### src/rtl/taper_pkg.sv
`timescale 1ns/1ps
package taper_pkg;
  typedef logic [1:0] prof_t;

  localparam int PEAK_MAX = 64;
  localparam int WW       = $clog2(PEAK_MAX) + 1;

  function automatic int ramp_len(input int p);
    return p[1] ? 24 : 16;
  endfunction

  function automatic int ramp_peak(input int p);
    return p[0] ? 64 : 32;
  endfunction

  // lower half of the cubic taper, rounded half up
  function automatic int half_val(input int n, input int m, input int k);
    int u, d, num, den;
    u   = 2 * k + 1;
    d   = 2 * n;
    num = m * (3 * u * u * d - 2 * u * u * u);
    den = d * d * d;
    return (2 * num + den) / (2 * den);
  endfunction

  // weight at rising-edge position q of a window with 'steps' positions
  function automatic int pos_val(input int p, input int steps, input int q);
    int n, m, z, k;
    n = ramp_len(p);
    m = ramp_peak(p);
    z = (steps - n) / 2;
    if (q < z)      return 0;
    if (q >= z + n) return m;
    k = q - z;
    if (k < n / 2)  return half_val(n, m, k);
    return m - half_val(n, m, n - 1 - k);
  endfunction
endpackage

### src/rtl/taper_step_rom.sv
`timescale 1ns/1ps
module taper_step_rom #(
  parameter int PERIOD = 4096,
  parameter int STEPS  = 32,
  parameter int INC_W  = 4,
  parameter int IW     = $clog2(PERIOD) + 1
) (
  input  logic [1:0]             prof,
  input  logic [IW-1:0]          idx,
  output logic signed [INC_W-1:0] inc
);
  import taper_pkg::*;

  localparam int TABW = 4 * STEPS * INC_W;

  function automatic logic [TABW-1:0] build_tab();
    logic [TABW-1:0] t;
    int d;
    t = '0;
    for (int p = 0; p < 4; p++) begin
      for (int q = 0; q < STEPS; q++) begin
        d = pos_val(p, STEPS, q) - ((q == 0) ? 0 : pos_val(p, STEPS, q - 1));
        t[(p * STEPS + q) * INC_W +: INC_W] = INC_W'(d);
      end
    end
    return t;
  endfunction

  localparam logic [TABW-1:0] TAB = build_tab();

  always_comb begin
    int i;
    int pi;
    i  = int'(idx);
    pi = int'(prof);
    inc = '0;
    if (i < STEPS)
      inc = TAB[(pi * STEPS + i) * INC_W +: INC_W];
    else if (i > PERIOD - STEPS && i < PERIOD)
      inc = -$signed(TAB[(pi * STEPS + (PERIOD - i)) * INC_W +: INC_W]);
  end
endmodule

### src/rtl/taper_weight_gen.sv
`timescale 1ns/1ps
module taper_weight_gen #(
  parameter int INC_W = 4,
  parameter int WW    = 7
) (
  input  logic                    clk,
  input  logic                    rst_n,
  input  logic                    load,
  input  logic                    step,
  input  logic signed [INC_W-1:0] inc_in,
  output logic [WW-1:0]           weight
);
  logic signed [INC_W-1:0] inc_q;

  always_ff @(posedge clk or negedge rst_n) begin
    if (!rst_n) begin
      weight <= '0;
      inc_q  <= '0;
    end else if (load) begin
      weight <= '0;
      inc_q  <= inc_in;
    end else if (step) begin
      weight <= weight + {{(WW-INC_W){inc_q[INC_W-1]}}, inc_q};
      inc_q  <= inc_in;
    end
  end
endmodule

### src/rtl/taper_sequencer.sv
`timescale 1ns/1ps
module taper_sequencer #(
  parameter int PERIOD = 4096,
  parameter int IW     = $clog2(PERIOD) + 1
) (
  input  logic          clk,
  input  logic          rst_n,
  input  logic          start,
  input  logic [1:0]    prof,
  input  logic          accept,
  output logic          busy,
  output logic          launch,
  output logic          done,
  output logic [IW-1:0] idx,
  output logic [1:0]    prof_q
);
  assign launch = start && !busy;

  always_ff @(posedge clk or negedge rst_n) begin
    if (!rst_n) begin
      busy   <= 1'b0;
      done   <= 1'b0;
      idx    <= '0;
      prof_q <= '0;
    end else begin
      done <= 1'b0;
      if (launch) begin
        busy   <= 1'b1;
        idx    <= '0;
        prof_q <= prof;
      end else if (accept) begin
        idx <= idx + IW'(1);
        if (idx == IW'(PERIOD - 1)) begin
          busy <= 1'b0;
          done <= 1'b1;
        end
      end
    end
  end
endmodule

### src/rtl/taper_accum.sv
`timescale 1ns/1ps
module taper_accum #(
  parameter int PERIOD = 4096,
  parameter int ACC_W  = 32,
  parameter int STEPS  = 32,
  parameter int INC_W  = 4
) (
  input  logic             clk,
  input  logic             rst_n,
  input  logic             start,
  input  logic [1:0]       prof,
  input  logic             bs_valid,
  input  logic             bs_bit,
  output logic             bs_ready,
  output logic [ACC_W-1:0] result,
  output logic             done
);
  import taper_pkg::*;

  localparam int IW = $clog2(PERIOD) + 1;

  logic             busy, launch, accept;
  logic [IW-1:0]    idx, idx_sel;
  logic [1:0]       prof_q, prof_sel;
  logic signed [INC_W-1:0] inc_next;
  logic [WW-1:0]    w_q;
  logic [ACC_W-1:0] acc_q;

  assign bs_ready = busy;
  assign accept   = bs_valid && busy;
  assign result   = acc_q;
  assign prof_sel = busy ? prof_q : prof;
  assign idx_sel  = busy ? idx + IW'(2) : IW'(1);

  taper_sequencer #(.PERIOD(PERIOD), .IW(IW)) u_seq (
    .clk(clk), .rst_n(rst_n), .start(start), .prof(prof), .accept(accept),
    .busy(busy), .launch(launch), .done(done), .idx(idx), .prof_q(prof_q)
  );

  taper_step_rom #(.PERIOD(PERIOD), .STEPS(STEPS), .INC_W(INC_W), .IW(IW)) u_rom (
    .prof(prof_sel), .idx(idx_sel), .inc(inc_next)
  );

  taper_weight_gen #(.INC_W(INC_W), .WW(WW)) u_wgen (
    .clk(clk), .rst_n(rst_n), .load(launch), .step(accept),
    .inc_in(inc_next), .weight(w_q)
  );

  always_ff @(posedge clk or negedge rst_n) begin
    if (!rst_n)
      acc_q <= '0;
    else if (launch)
      acc_q <= '0;
    else if (accept && bs_bit)
      acc_q <= acc_q + ACC_W'(w_q);
  end
endmodule

### config.mk
export PLATFORM = sky130hd
export DESIGN_NAME = taper_accum
export DESIGN_NICKNAME = d
export VERILOG_FILES = /design/src/rtl/taper_pkg.sv /design/src/rtl/taper_step_rom.sv /design/src/rtl/taper_weight_gen.sv /design/src/rtl/taper_sequencer.sv /design/src/rtl/taper_accum.sv
export SDC_FILE = /design/constraint.sdc
export NUM_CORES = 1
export LEC_CHECK = 0
export ABC_AREA = 1
export CAP_MARGIN = 30
export CORE_AREA = 10 10 99 101
export CTS_BUF_LIST = sky130_fd_sc_hd__clkbuf_4
export DETAILED_ROUTE_END_ITERATION = 16
export DIE_AREA = 0 0 109 111
export PLACE_DENSITY = 0.86
export SYNTH_ARGS = -nofsm -noshare
export SYNTH_HDL_FRONTEND = slang
export SYNTH_SLANG_ARGS = --single-unit
### constraint.sdc
create_clock -name clk -period 11.1 [get_ports clk]
set_clock_uncertainty 0.1 [all_clocks]
set_input_delay 1.665 -clock clk [delete_from_list [all_inputs] [get_ports clk]]
set_output_delay 1.665 -clock clk [all_outputs]
set_load 0.005 [all_outputs]
==> out/metrics.cfg <==
[clock_network]
path_clk_slew_ps = 110
cts_sinks = 60
postCtsSetupBuffers = 0
hold_buffers = 0
cts-htree-levels = 3
tritoncts = yes
cts_buffers = 9
clock_latency_ps = 410
cts_buffer_depth = 2
cts-root-buf = clkbuf_4
cts_resized = 0

[power]
netSwitchingFraction = 0.520
p_per_area_nw_per_um2 = 218
p_seq_frac = 0.264
clockPowerShare = 0.107
ir_drop_v = 0.000118
p_switching_uw = 625
combPwrFrac = 0.629
internal_power_uw = 577
p_leak_nw = 2.63

[hold_path]
hold_path.class = reg -> reg

[routing]
wirelength_mm = 13.1
routed_via_density = 5.86
dr.pass1.iters = 5
dr.first_iter.drc_count = 379
drc = 0
routedWlPerCell_um = 15.0
vias = 5089
drtAntennaViolNets = 0

[sta]
layout_min_cycle_time_ps = 4850
setup_viol = 0
hold_violations = 0
holdWs_ps = 380
rsz0062_at_grt = no
fmax_mhz = 206
fin_ws_ps = 6250
slew_violations = 0
worst_slew_pin_slew_ps = 892
finalCritPeriodShare = 0.437
max_slew_margin = 0.406
setup_tns_ps = 0

[synth]
yosysSeqAreaShare = 0.302
netlist-cell-type-count = 50
synthArstFlopShare = 1.00
synth_flop_cell = dfrtp_1
syn_area_per_cell_um2 = 6.87
yosysWarnings = 0
synth_edf_count = 0
syn_nets = 756
synth_area_um2 = 4960
synth-seq-cells = 60
netlist_instances = 723

[worst_setup_path]
path_buf_inv = 2
critPathMaxStageDelay_ps = 940
timing.critical_path.mode_cell = nand2_1
start_kind = flip-flop
critPathTopFamily = simple AND/OR/NAND/NOR gates
worst_ep_arrival_time_ps = 5040
cp_max_fo = 19
required_ps = 11290
cp_slowest_cell = dfrtp_1
end_kind = flip-flop
worstSetupPathType = reg -> reg

[grt]
grt_pass1_wl_mm = 22.1
grt_pass1_vias = 4890
grt_max_degree = 61
antenna_found_initial = 0
grt_use_total = 0.217
grt_overflow = 0

[floorplan]
core_um2 = 7970
io_pins = 41
dieArea_um2 = 12100
core.rowCount = 33
start_util = 0.623
die_h_um = 111
die_w_um = 109

[place]
hpwl_mm = 9.78
place.gp.congestion = 0.973
dp_cells = 854
pre_cts_ws_ps = 5880
portBuffers = 40

[final_layout]
antenna_cells = 0
regArea_um2 = 1500
layout-drive-gt1-share = 0.0851
syn2layout_area_growth_pct = 11.3
multi_input_area_um2 = 3010
final_cells = 869
nets = 793
nFillCells = 670

[run_status]
status = complete, no violations

[flow_run]
cap_violations = 0

==> cell usage in the layout, fill, tap and decap left out, types with 12 or more instances in the layout <==
cell and instances:
a21oi_1 53, inv_1 89, clkdlybuf4s50_1 39, nor3_1 12, nand2_1 154, nand3_1 37
nor2_1 83, ha_1 22, o21ai_0 60, dfrtp_1 60, nand2_2 17, nand4_1 18
==> synth_stat cells, drive strengths merged (2+ instances only) <==
master	count	area share
ha	22	0.055
clkbuf	10	0.0076
nor2	95	0.088
nand3	43	0.052
a32o	3	0.0060
nand3b	3	0.0045
dfrtp	60	0.30
xor2	5	0.0088
nand2	174	0.14
nand4	18	0.023
nor4	5	0.0063
buf	6	0.0091
nor3	14	0.016
a21oi	54	0.055
o211ai	6	0.0091
o31ai	4	0.0060
o21ai	70	0.071
xnor2	2	0.0035
inv	95	0.073
a22o	5	0.0088
fa	4	0.016
o21a	4	0.0060
clkinv	3	0.0025
a31oi	7	0.0088
==> metal layers <==
layer	vias up	share of wire	GRT usage
li1	2477	-	-
met1	2389	0.41	0.265
met2	197	0.50	0.368
met3	26	0.065	0.0459
met4	0	0.018	0.0651
met5	-	0	0
==> state kept, by name, indices dropped and copies added (netlist names) <==
| name | count |
|---|---|
| result | 32 |
| u_seq.idx | 13 |
| u_wgen.weight | 7 |
| u_wgen.inc_q | 4 |
| u_seq.prof_q | 2 |
| u_seq.busy | 1 |
| u_seq.done | 1 |
==> path summary, 6_finish.rpt <==
path / startpoint / end / slack [ps] / cells after the start
max: u_seq.busy$_DFFE_PN0P_ / u_wgen.inc_q[1]$_DFFE_PN0P_ / 6250 / 26
min: result[31]$_DFFE_PN0P_ / result[31]$_DFFE_PN0P_ / 380 / 1
max reg2reg: u_seq.busy$_DFFE_PN0P_ / u_wgen.inc_q[1]$_DFFE_PN0P_ / 6250 / 26
min reg2reg: result[31]$_DFFE_PN0P_ / result[31]$_DFFE_PN0P_ / 380 / 1
max in group asynchronous: rst_n / result[31]$_DFFE_PN0P_ / 9060 / 2
min in group asynchronous: rst_n / result[8]$_DFFE_PN0P_ / 1300 / 2
==> kinds of logic (layout without fill, tap and decap cells) <==
group                      count (synthesis)  in the layout  share of synthesized area
AOI/OAI and AO/OA                        159            159                      0.181
xor gates and xnor gates                   7              7                     0.0123
adders and majority gates                 26             26                     0.0716
buffers and inverters                    114            155                     0.0920
DFF                                       60             60                      0.302
and+or+nand+nor                          357            357                      0.341
==> worst register-to-register path, stage by stage (launching register included) <==
cell	delay (ps)
dfrtp_1	940
inv_4	160
nor2_1	250
inv_1	170
ha_1	250
nand2_2	100
nor2_4	60
nand2_1	120
nor2_4	60
xor2_1	260
ha_1	300
a21oi_1	280
nand3b_1	180
nand2_1	70
nand2_2	210
nand3_1	170
nand2_1	100
nand2_1	50
nand2_1	60
nand2_1	60
nand2_1	60
nand2_1	50
nand2_1	70
nand3_1	100
ha_1	290
a21oi_1	150
a21oi_1	80
==> final cells by class <==
type,count,area share
multi-input combinational,549,0.544
sequential,60,0.272
timing repair buffer,42,0.0743
inverter,98,0.0677
tap,105,0.0238
clock buffer,9,0.0122
clock inverter,6,0.00589
==> per-stage QoR <==
step                power (mW)  utilization  cell area [um^2]
floorplan                0.872            -              4960
global placement          1.04        0.681              5420
detailed placement        1.06        0.681              5420
CTS                       1.19        0.693              5520
global route              1.31        0.693              5520
finish                    1.20        0.693              5520
==> power groups by stage <==
| stage | clock network [mW] | registers [mW] | logic [mW] |
|---|---|---|---|
| floorplan | 0 | 0.304 | 0.568 |
| global placement | 0 | 0.319 | 0.723 |
| detailed placement | 0 | 0.321 | 0.738 |
| CTS | 0.132 | 0.317 | 0.741 |
| global route | 0.144 | 0.325 | 0.846 |
| finish | 0.128 | 0.317 | 0.757 |
Note: power is estimated with default switching activity, not from simulation.
